## config.mk

```make
export PLATFORM = sky130hd
export DESIGN_NAME = sau_top
export DESIGN_NICKNAME = d
export VERILOG_FILES = /design/src/rtl/sau_pkg.sv /design/src/rtl/sau_opnd.sv /design/src/rtl/sau_addr.sv /design/src/rtl/sau_incr.sv /design/src/rtl/sau_rsel.sv /design/src/rtl/sau_top.sv
export SDC_FILE = /design/constraint.sdc
export NUM_CORES = 1
export LEC_CHECK = 0
export BUFFER_PORTS_ARGS = -buffer_cell sky130_fd_sc_hd__buf_2
export CAP_MARGIN = 20
export CORE_ASPECT_RATIO = 0.6
export CORE_MARGIN = 4
export CORE_UTILIZATION = 60
export DETAILED_ROUTE_END_ITERATION = 12
export PLACE_DENSITY = 0.85
export RECOVER_POWER = 100
export SYNTH_ARGS = -nofsm -noshare
export SYNTH_HDL_FRONTEND = slang
export SYNTH_SLANG_ARGS = --single-unit
export TNS_END_PERCENT = 5
```

## constraint.sdc

```tcl
create_clock -name vclk -period 8.6
set_input_delay 1.29 -clock vclk [all_inputs]
set_output_delay 1.29 -clock vclk [all_outputs]
set_load 0.01 [all_outputs]
```

## src/rtl/sau_pkg.sv

```systemverilog
package sau_pkg;

    typedef enum logic [2:0] {
        OP_ADD = 3'd0,
        OP_SUB = 3'd1,
        OP_AVG = 3'd2,
        OP_ABS = 3'd3,
        OP_MAX = 3'd4,
        OP_ADF = 3'd5,
        OP_NU6 = 3'd6,
        OP_NU7 = 3'd7
    } sau_op_e;

    // Operand steering for the shared adder
    typedef struct packed {
        logic x_zero;   // drive zero on the x leg
        logic swap;     // x takes b, y takes a
        logic inv_y;    // one's complement of the y leg
        logic cin;      // carry into the adder
    } sau_ctl_t;

    // How the result stage treats the widened adder output
    typedef enum logic [2:0] {
        RS_SAT  = 3'd0,   // clamp on signed overflow
        RS_HALF = 3'd1,   // drop the lowest bit
        RS_ABS  = 3'd2,   // pass b or its negation, clamp -min
        RS_MAX  = 3'd3,   // choose by sign of difference
        RS_ADF  = 3'd4,   // magnitude then clamp
        RS_ZERO = 3'd5
    } sau_rsel_e;

    function automatic sau_ctl_t op_ctl(input logic [2:0] code);
        sau_ctl_t c;
        c = '{x_zero: 1'b0, swap: 1'b0, inv_y: 1'b0, cin: 1'b0};
        case (code)
            OP_ADD: c = '{x_zero: 1'b0, swap: 1'b0, inv_y: 1'b0, cin: 1'b0};
            OP_SUB: c = '{x_zero: 1'b0, swap: 1'b0, inv_y: 1'b1, cin: 1'b1};
            OP_AVG: c = '{x_zero: 1'b0, swap: 1'b0, inv_y: 1'b0, cin: 1'b1};
            OP_ABS: c = '{x_zero: 1'b1, swap: 1'b0, inv_y: 1'b1, cin: 1'b1};
            OP_MAX: c = '{x_zero: 1'b0, swap: 1'b0, inv_y: 1'b1, cin: 1'b1};
            OP_ADF: c = '{x_zero: 1'b0, swap: 1'b1, inv_y: 1'b1, cin: 1'b1};
            default: c = '{x_zero: 1'b0, swap: 1'b0, inv_y: 1'b0, cin: 1'b0};
        endcase
        return c;
    endfunction

    function automatic sau_rsel_e op_rsel(input logic [2:0] code);
        sau_rsel_e r;
        case (code)
            OP_ADD, OP_SUB: r = RS_SAT;
            OP_AVG:         r = RS_HALF;
            OP_ABS:         r = RS_ABS;
            OP_MAX:         r = RS_MAX;
            OP_ADF:         r = RS_ADF;
            default:        r = RS_ZERO;
        endcase
        return r;
    endfunction

endpackage

```

## src/rtl/sau_opnd.sv

```systemverilog
module sau_opnd
    import sau_pkg::*;
#(
    parameter int W = 8
) (
    input  sau_ctl_t   ctl,
    input  logic [W-1:0] a,
    input  logic [W-1:0] b,
    output logic [W:0]   x,
    output logic [W:0]   y,
    output logic         cin
);
    localparam int XW = W + 1;

    logic [XW-1:0] a_ext;
    logic [XW-1:0] b_ext;
    logic [XW-1:0] y_raw;

    always_comb begin
        a_ext = {a[W-1], a};
        b_ext = {b[W-1], b};
        if (ctl.x_zero) begin
            x = '0;
        end else if (ctl.swap) begin
            x = b_ext;
        end else begin
            x = a_ext;
        end
        y_raw = ctl.swap ? a_ext : b_ext;
        y     = ctl.inv_y ? ~y_raw : y_raw;
        cin   = ctl.cin;
    end

endmodule

```

## src/rtl/sau_addr.sv

```systemverilog
module sau_addr #(
    parameter int W = 8
) (
    input  logic [W:0] x,
    input  logic [W:0] y,
    input  logic       cin,
    output logic [W:0] sum
);
    // The single carry-propagate adder of the unit
    always_comb begin
        sum = x + y + {{W{1'b0}}, cin};
    end

endmodule

```

## src/rtl/sau_incr.sv

```systemverilog
module sau_incr #(
    parameter int N = 9
) (
    input  logic [N-1:0] din,
    output logic [N-1:0] dout
);
    // Half-adder chain adding one; carry out of the top bit is dropped
    logic [N-1:0] c;

    assign c[0] = 1'b1;

    for (genvar i = 0; i < N; i++) begin : g_ha
        assign dout[i] = din[i] ^ c[i];
        if (i < N - 1) begin : g_carry
            assign c[i+1] = din[i] & c[i];
        end
    end

endmodule

```

## src/rtl/sau_rsel.sv

```systemverilog
module sau_rsel
    import sau_pkg::*;
#(
    parameter int W = 8
) (
    input  sau_rsel_e    sel,
    input  logic [W-1:0] a,
    input  logic [W-1:0] b,
    input  logic [W:0]   sum,
    output logic [W-1:0] result,
    output logic         ovf
);
    localparam int XW = W + 1;
    localparam logic [W-1:0] POS_MAX = {1'b0, {(W-1){1'b1}}};
    localparam logic [W-1:0] NEG_MIN = {1'b1, {(W-1){1'b0}}};

    logic [XW-1:0] sum_n;
    logic [XW-1:0] neg;
    logic [XW-1:0] mag;

    assign sum_n = ~sum;

    sau_incr #(.N(XW)) u_negate (
        .din  (sum_n),
        .dout (neg)
    );

    always_comb begin
        mag    = sum[W] ? neg : sum;
        result = '0;
        ovf    = 1'b0;
        case (sel)
            RS_SAT: begin
                if (sum[W] != sum[W-1]) begin
                    ovf    = 1'b1;
                    result = sum[W] ? NEG_MIN : POS_MAX;
                end else begin
                    result = sum[W-1:0];
                end
            end
            RS_HALF: begin
                result = sum[W:1];
            end
            RS_ABS: begin
                if (!b[W-1]) begin
                    result = b;
                end else if (sum[W-1]) begin
                    ovf    = 1'b1;
                    result = POS_MAX;
                end else begin
                    result = sum[W-1:0];
                end
            end
            RS_MAX: begin
                result = sum[W] ? b : a;
            end
            RS_ADF: begin
                if (mag[W] | mag[W-1]) begin
                    ovf    = 1'b1;
                    result = POS_MAX;
                end else begin
                    result = mag[W-1:0];
                end
            end
            default: begin
                result = '0;
                ovf    = 1'b0;
            end
        endcase
    end

endmodule

```

## src/rtl/sau_top.sv

```systemverilog
module sau_top
    import sau_pkg::*;
#(
    parameter int W = 8
) (
    input  logic [W-1:0] a,
    input  logic [W-1:0] b,
    input  logic [2:0]   op,
    output logic [W-1:0] result,
    output logic         ovf
);
    localparam int XW = W + 1;

    sau_ctl_t      ctl;
    sau_rsel_e     rsel;
    logic [XW-1:0] x;
    logic [XW-1:0] y;
    logic          cin;
    logic [XW-1:0] sum;

    always_comb begin
        ctl  = op_ctl(op);
        rsel = op_rsel(op);
    end

    sau_opnd #(.W(W)) u_opnd (
        .ctl (ctl),
        .a   (a),
        .b   (b),
        .x   (x),
        .y   (y),
        .cin (cin)
    );

    sau_addr #(.W(W)) u_addr (
        .x   (x),
        .y   (y),
        .cin (cin),
        .sum (sum)
    );

    sau_rsel #(.W(W)) u_rsel (
        .sel    (rsel),
        .a      (a),
        .b      (b),
        .sum    (sum),
        .result (result),
        .ovf    (ovf)
    );

endmodule

```

==> flow_summary_export.csv, run 1 <==
group,metric,value,unit
global_routing,globalRouteMet3Util,0.629,%
final_layout,synth_to_layout_area_growth,6.87,%
route,detailroute.via_count,1992,
pwr,power_density,131,mW/mm^2
final_layout,nClkBuffers,0,
job,drv.max_cap_violation_count,0,
critical_path,worst-setup-path-type,"in -> out",
final_layout,ff_latch_area,0,um^2
logic_synthesis,synthesis.instances,259,
timing,fin_tns_setup,0,ns
final_layout,multi_input_comb_area,0.00144,mm^2
die,std_cell_rows,14,
critical_path,worst-endpoint-arrival,6.09,ns
die,boundaryPins,28,
logic_synthesis,synth-warning-count,0,
logic_synthesis,synth_area_leader_cell,"a21oi_1",
timing,slew_headroom,56.1,%
logic_synthesis,netlist.area_leader.share,12.2,%
die,die_span_in_y,47.6,um
route,ant_nets,0,
logic_synthesis,syn_nets,294,
logic_synthesis,post_synth_main_area_contributors,"a21oi_1, ha_1, o21ai_0",
final_layout,layout-drive-gt1-share,12.3,%
final_layout,final_area,0.00167,mm^2
die,start_util,62.5,%
placed_design,post_dp_cell_area,0.00167,mm^2
timing,layout_min_cycle_time,7.38,ns
route,first_pass_iters,5,
route,postRouteWirelength,4820,um
status,outcome,"finished clean",
logic_synthesis,synth_cell_type_count,44,
timing,final-max-slew-violation-count,0,
global_routing,grtUsageMet1,43.5,%
die,floorplan.core_area,0.00250,mm^2
timing,grt_setup_unrepaired,"false",
critical_path,cp_cell_sequence,"buf_2, nand2_1, nand2_1, a21oi_1, fa_1, fa_1, ha_1, ha_1, ha_1, ha_1, ha_1, ha_1, ha_1, or2_2, o31ai_1, a31oi_1, or4_1, clkbuf_1",
timing,clock.fmax,135,MHz
critical_path,critical_path_required,7.31,ns
critical_path,cp-start-kind,"input port",
global_routing,grt_remaining_overflow,0,
placed_design,port_buffers,28,
logic_synthesis,synthesis.area,0.00157,mm^2
critical_path,crit_path_end_kind,"output port",
clock_tree,cts_repair_resize_count,0,
logic_synthesis,synthMostInstantiatedCell,"a21oi_1",
global_routing,use_met2,41.2,%
hold_path,holdCritPathClass,"in -> out",
timing,layout_worst_path_cycle_share,85.8,%
clock_tree,cts_hold_buf,0,
route,drt-wirelength-per-cell,16.0,um
global_routing,grt_pass1_vias,1518,
die,die-width,73.9,um
logic_synthesis,yosys-top-cells-count,"a21oi_1, o21ai_0, nand2_1, nor2_1",
route,drt_iter0_drc,317,
route,vias_per_cell,6.62,
final_layout,layout.sequential_cells,0,
logic_synthesis,postSynthAreaPerCell,6.04,um^2
critical_path,crit_top_cell,"ha_1",
clock_tree,cts_setup_buffers,0,
timing,timing_worst_slew_pin_value,0.650,ns
placed_design,dp_hpwl,3680,um
die,floorplan.die_area,0.00352,mm^2
global_routing,grt_start_max_net_pins,33,
timing,hold_violations,0,
critical_path,slowest_cell_delay_on_critical_path,0.51,ns
global_routing,global_route.usage.total,27.0,%
final_layout,finalNetCount,306,
critical_path,crit_slowest_cell,"fa_1",
pwr,cellLeakagePower,0.000702,uW
final_layout,n_antenna_cell,0,
critical_path,worst-path-max-fanout,32,
final_layout,num-fill-cells,252,
timing,setup_viol,0,
placed_design,place.gp.congestion,0.899,
global_routing,grt-busiest-layer,"met1",
route,post_detailed_route_drc_marker_count,0,
logic_synthesis,ys_seq_area_share,0,%
pwr,ir_worst_vdd,0.000112,V
global_routing,grt_antenna_before_repair,0,
global_routing,grt_first_pass_wirelength,7470,um
layout by cell type, fill, tap and decap left out, types with 3 or more instances in the layout:
cell type	instances
o21ai_0	34
nor2b_1	14
o31ai_1	5
clkbuf_1	8
nand3_1	5
inv_1	10
ha_1	14
or4_1	4
a31oi_1	5
buf_2	20
a21oi_1	38
o21a_1	4
o2111ai_1	3
o22ai_1	11
nand2b_1	4
nor2_1	18
nand2_1	29
a21o_1	3
o311ai_0	4
and2_1	3
a211oi_1	3
cell families after synthesis:
logic type / share of synthesized area, %
adder cells (fa/ha/maj): 15.0
AND/OR/NAND/NOR: 26.9
buffers and inverters: 8.47
XOR/XNOR: 2.24
AO/OA/AOI/OAI: 46.7
multiplexers: 0.640
worst max-delay path: cells and delay by family:
kind            cells  cell delay, ns
fa+ha+maj           9            2.34
compound gates      3            0.41
buf+inv             2            0.52
simple gates        4            1.51
layer usage:
| metal | vias to the layer above | part of all wire [%] |
|---|---|---|
| li1 | 976 | - |
| met1 | 905 | 47 |
| met2 | 105 | 42 |
| met3 | 6 | 10 |
| met4 | 0 | 0.60 |
| met5 | - | 0 |
metrics by stage:
step	cells	setup slack (ns)	total power (uW)	hold WS (ns)	utilization, %
after floorplan	259	1.72	164	2.73	-
after global placement	300	1.29	208	3.01	66.7
after detailed placement	300	1.28	214	2.99	66.7
after CTS	300	1.25	215	3.00	66.7
after global routing	301	0.919	241	3.03	66.8
final	301	1.22	219	3.01	66.8
layout make-up:
type,instances,area share (%)
inverter,10,2.24
multi-input combinational,228,86.0
timing repair buffer,31,9.35
tap,32,2.39
report_power, final:
part	switching (uW)	leakage, uW	internal, uW	total [uW]
clock	0	0	0	0
sequential	0	0	0	0
combinational	136	0.000702	83.0	219
final timing paths:
check  startpoint   endpoint  slack [ns]  cells after the start
min          a[7]  result[7]        3.01                      4
max         op[2]  result[5]        1.22                     18
Power figures use the tool's default switching activity.
==> run 2: changes to the inputs <==
--- a/config.mk
+++ b/config.mk
@@ -11,7 +11,8 @@
 export CORE_MARGIN = 4
 export CORE_UTILIZATION = 60
 export DETAILED_ROUTE_END_ITERATION = 12
-export PLACE_DENSITY = 0.85
+export GPL_TIMING_DRIVEN = 0
+export PLACE_DENSITY = 0.9
 export RECOVER_POWER = 100
 export SYNTH_ARGS = -nofsm -noshare
 export SYNTH_HDL_FRONTEND = slang
==> run 2 against run 1 <==
Compared with the run above:
- sequential cell count unchanged
- design area up 3.7%
- final cell count up 6.0%
- setup slack worse by 0.36 ns
- hold slack about the same
- sequential share of layout area unchanged
- non-clock buffer count up 18
- highest routed layer unchanged
==> flow_summary_export.csv, run 2 (synthesis gave the netlist of run 1 again) <==
group,metric,value,unit
die,floorplan.die_area,0.00352,mm^2
timing,setup_viol,0,
timing,slew_headroom,60.1,%
timing,final-max-slew-violation-count,0,
route,post_detailed_route_drc_marker_count,0,
clock_tree,cts_setup_buffers,0,
die,die_span_in_y,47.6,um
global_routing,grt_first_pass_wirelength,7860,um
clock_tree,cts_repair_resize_count,0,
pwr,ir_worst_vdd,0.000109,V
die,std_cell_rows,14,
timing,grt_setup_unrepaired,"false",
global_routing,globalRouteMet3Util,1.89,%
job,drv.max_cap_violation_count,0,
timing,hold_violations,0,
pwr,cell_internal_power,87.6,uW
status,outcome,"finished clean",
final_layout,non_filler_instances,319,
critical_path,worst-endpoint-arrival,6.45,ns
route,first_pass_iters,5,
critical_path,timing.critical_path.depth,21,
critical_path,critPathBufInv,5,
route,vias_per_cell,6.66,
die,floorplan.core_area,0.00250,mm^2
global_routing,grt-busiest-layer,"met2",
final_layout,synth_to_layout_area_growth,10.9,%
global_routing,grtUsageMet1,42.4,%
route,detailroute.via_count,2124,
critical_path,critical_path_required,7.31,ns
route,postRouteWirelength,4960,um
critical_path,worst-setup-path-type,"in -> out",
final_layout,n_antenna_cell,0,
critical_path,startpoint,"op[2]",
critical_path,crit_slowest_cell,"fa_1",
final_layout,ff_latch_area,0,um^2
placed_design,port_buffers,28,
critical_path,crit_path_end_kind,"output port",
hold_path,holdCritPathClass,"in -> out",
global_routing,use_met2,46.3,%
final_layout,top_library_cells_by_usage_in_the_layout_fill_and_taps_aside,"a21oi_1, o21ai_0, nand2_1",
route,drt_iter0_drc,235,
global_routing,grt_antenna_before_repair,0,
timing,layout_min_cycle_time,7.74,ns
final_layout,most_common_cell_after_layout_fill_and_taps_aside,"a21oi_1",
timing,fin_tns_setup,0,ns
final_layout,layout.sequential_cells,0,
timing,timing_worst_slew_pin_value,0.596,ns
critical_path,crit_top_cell,"ha_1",
die,boundaryPins,28,
critical_path,cp_cell_sequence,"buf_2, clkbuf_1, clkbuf_1, o21ai_0, o21ai_0, o21ai_0, fa_1, fa_1, ha_1, ha_1, ha_1, ha_1, ha_1, ha_1, ha_1, or2_2, clkbuf_1, o31ai_1, a31oi_1, or4_1, clkbuf_1",
critical_path,critical_path.top_delay_family,"adder cells",
route,drt-wirelength-per-cell,15.6,um
timing,clock.fmax,129,MHz
global_routing,global_route.usage.total,28.3,%
global_routing,grt_start_max_net_pins,11,
critical_path,crit_path_end,"result[5]",
clock_tree,cts_hold_buf,0,
final_layout,finalNetCount,324,
pwr,power.share.clock,0,%
global_routing,grt_remaining_overflow,0,
placed_design,dp_hpwl,3920,um
timing,layout_worst_path_cycle_share,90.0,%
pwr,netSwitchingPower,139,uW
critical_path,worst-path-max-fanout,10,
critical_path,cp-start-kind,"input port",
critical_path,slowest_cell_delay_on_critical_path,0.52,ns
final_layout,nClkBuffers,0,
die,start_util,62.5,%
pwr,power.sequential.fraction,0,%
route,ant_nets,0,
global_routing,grt_pass1_vias,1648,
pwr,comb_power_share,100.0,%
placed_design,placed_cells_incl_taps,319,
die,die-width,73.9,um
pwr,cellLeakagePower,0.000729,uW
final_layout,layout-drive-gt1-share,12.2,%
pwr,power_density,131,mW/mm^2
placed_design,place.gp.congestion,0.940,
pwr,switching_share,61.3,%
==> run 2: cell types whose count changed in the layout (fill, tap and decap cells not counted) <==
cell      previous run  this run
clkbuf_1             8        23
a31oi_1              5         6
buf_4                2         1
a31oi_2              1         0
buf_2               20        24
==> run 2: tightest hold or removal path, stage by stage <==
cell and delay, ns:
buf_2 0.11, nand2_1 0.09, o31ai_1 0.10, clkbuf_1 0.13
==> run 2: per-layer routing <==
layer	wire [um]	share of wire, %
met5	0	0
met1	2220	45
met3	593	12
met4	21	0.42
met2	2130	43
==> run 2: through the flow <==
stage | area, um^2 | setup slack (ns) | power (uW) | util (%) | hold slack (ns)
5_1_grt | 1740 | 0.556 | 251 | 69.3 | 3.04
6_report | 1740 | 0.859 | 226 | 69.3 | 3.01
2_1_floorplan | 1570 | 1.72 | 164 | - | 2.73
3_5_place_dp | 1750 | 0.912 | 222 | 69.7 | 3.00
4_1_cts | 1750 | 0.891 | 223 | 69.7 | 3.00
3_3_place_gp | 1750 | 1.00 | 215 | 69.7 | 3.00
==> run 2: worst min path at each step <==
stage / start / to / cells past startpoint
floorplan: a[7] / result[7] / 2
global placement: a[7] / result[7] / 4
detailed placement: a[7] / result[7] / 4
CTS: a[7] / result[7] / 4
global route: a[7] / result[7] / 4
finish: a[7] / result[7] / 4
==> run 2: layout make-up <==
type / count / area [um^2]
plain buffers: 21 / 95.1
fillers: 247 / 769
multi-input cells: 228 / 1430
well taps: 32 / 40.0
inverters: 10 / 37.5
repair buffers: 28 / 130
==> run 2: power by group through the flow <==
stage,registers (uW),logic (uW),clock network (uW)
after detailed placement,0,222,0
after floorplan,0,164,0
after CTS,0,223,0
after global routing,0,251,0
after global placement,0,215,0
final,0,226,0
==> run 3: changes to the inputs <==
--- a/config.mk
+++ b/config.mk
@@ -7,11 +7,12 @@
 export LEC_CHECK = 0
 export BUFFER_PORTS_ARGS = -buffer_cell sky130_fd_sc_hd__buf_2
 export CAP_MARGIN = 20
-export CORE_ASPECT_RATIO = 0.6
+export CORE_ASPECT_RATIO = 1.4
 export CORE_MARGIN = 4
 export CORE_UTILIZATION = 60
 export DETAILED_ROUTE_END_ITERATION = 12
 export GPL_TIMING_DRIVEN = 0
+export MAX_ROUTING_LAYER = met4
 export PLACE_DENSITY = 0.9
 export RECOVER_POWER = 100
 export SYNTH_ARGS = -nofsm -noshare
==> run 3 against run 2 <==
Compared with the run above:
- first-iteration DRC count fell by 30%
- setup slack improved by 0.067 ns
- routed wire length fell by 4.0%
- via count fell by 4.0%
- critical path depth fell by 1
- design area rose by 0.14%
- final cell count rose by 0.63%
- hold slack got worse by 0.037 ns
- combinational power barely moved
- sequential cell count did not move
- die area fell by 0.44%
- critical path type unchanged
- utilization rose by 1.8 points
==> flow_summary_export.csv, run 3 (synthesis gave the netlist of run 1 again) <==
group,metric,value,unit
route,drt_iter0_drc,164,
placed_design,place.gp.congestion,0.978,
critical_path,startpoint,"op[1]",
die,floorplan.die_area,0.00350,mm^2
final_layout,final_util,71.1,%
timing,grt_setup_unrepaired,"false",
route,ant_nets,0,
critical_path,cp-start-kind,"input port",
die,die-width,51.2,um
final_layout,n_antenna_cell,0,
final_layout,non_filler_instances,321,
pwr,ir_worst_vdd,0.0000861,V
critical_path,worst-path-max-fanout,10,
final_layout,nClkBuffers,0,
route,post_detailed_route_drc_marker_count,0,
route,first_pass_iters,5,
global_routing,grt_start_max_net_pins,11,
placed_design,dpl_worst_slack,1.01,ns
timing,layout_worst_path_cycle_share,89.2,%
critical_path,worst-setup-path-type,"in -> out",
final_layout,top_library_cells_by_usage_in_the_layout_fill_and_taps_aside,"a21oi_1, o21ai_0, nand2_1",
final_layout,most_common_cell_after_layout_fill_and_taps_aside,"a21oi_1",
global_routing,grt_remaining_overflow,0,
timing,slew_headroom,55.4,%
global_routing,grt_antenna_before_repair,0,
critical_path,crit_path_end,"result[2]",
timing,setup_viol,0,
global_routing,global_route.usage.total,28.0,%
timing,final-max-slew-violation-count,0,
die,std_cell_rows,21,
global_routing,grt_pass1_vias,1738,
global_routing,grt_first_pass_wirelength,7700,um
route,postRouteWirelength,4770,um
final_layout,layout-drive-gt1-share,12.2,%
status,outcome,"finished clean",
timing,hold_violations,0,
final_layout,final_area,0.00174,mm^2
pwr,cellLeakagePower,0.000729,uW
clock_tree,cts_setup_buffers,0,
final_layout,synth_to_layout_area_growth,11.0,%
clock_tree,cts_repair_resize_count,0,
final_layout,layout.sequential_cells,0,
timing,timing_worst_slew_pin_value,0.666,ns
final_layout,finalNetCount,324,
die,floorplan.core_area,0.00244,mm^2
job,drv.max_cap_violation_count,0,
die,die_span_in_y,68.4,um
route,vias_per_cell,6.36,
hold_path,holdCritPathClass,"in -> out",
route,detailroute.via_count,2040,
final_layout,ff_latch_area,0,um^2
placed_design,post_dp_cell_area,0.00175,mm^2
timing,clock.fmax,130,MHz
critical_path,worst-endpoint-arrival,6.38,ns
timing,layout_min_cycle_time,7.67,ns
clock_tree,cts_hold_buf,0,
route,drt-wirelength-per-cell,14.8,um
die,boundaryPins,28,
critical_path,crit_path_end_kind,"output port",
placed_design,placed_cells_incl_taps,321,
timing,postLayoutSetupSlackWorst,0.926,ns
placed_design,port_buffers,28,
critical_path,critical_path_required,7.31,ns
die,start_util,64.1,%
placed_design,dp_hpwl,3770,um
pwr,power_density,129,mW/mm^2
timing,fin_tns_setup,0,ns
==> run 3: cell counts in the layout (fill, tap and decap cells not counted) <==
No cell type changed its count.
==> run 3: metrics by stage <==
step | hold slack [ns] | power, uW
CTS | 2.98 | 223
global route | 3.01 | 250
global placement | 2.97 | 215
finish | 2.97 | 224
detailed placement | 2.97 | 222
floorplan | 2.73 | 164
==> run 3: metal layers <==
layer	part of all wire (%)	track usage, %	up-vias
met2	51	52.4	119
met1	39	33.2	893
met3	8.7	0.871	13
li1	-	-	1015
met4	1.9	5.39	0
met5	0	-	-
==> run 3: area by class of cell <==
type / instances / area (um^2)
Multi-Input combinational cell: 228 / 1430
Fill cell: 249 / 706
Timing Repair Buffer: 28 / 130
Buffer: 21 / 95.1
Tap cell: 34 / 42.5
Inverter: 10 / 37.5
==> run 3: how the worst min path moves through the flow <==
stage          slack [ns]  depth (start not counted)        end  start
3_3_place_gp         2.97                          4  result[7]   a[7]
4_1_cts              2.98                          4  result[7]   a[7]
5_1_grt              3.01                          4  result[7]   a[7]
3_5_place_dp         2.97                          4  result[7]   a[7]
2_1_floorplan        2.73                          2  result[7]   a[7]
6_report             2.97                          4  result[7]   a[7]
==> run 3: worst max-delay path, stage by stage <==
cell and delay [ns]:
buf_2 0.12, clkbuf_1 0.37, nand2_1 0.32, nand2_1 0.34, a21oi_1 0.15, fa_1 0.44
fa_1 0.55, ha_1 0.24, ha_1 0.18, ha_1 0.18, ha_1 0.18, ha_1 0.19
ha_1 0.19, ha_1 0.26, or2_2 0.26, clkbuf_1 0.17, o31ai_1 0.22, a21oi_1 0.07
or4_1 0.51, clkbuf_1 0.15
==> run 3: where the power goes <==
group          total [uW]  switching [uW]  internal (uW)
Sequential              0               0              0
Clock                   0               0              0
Combinational         224             137           87.0
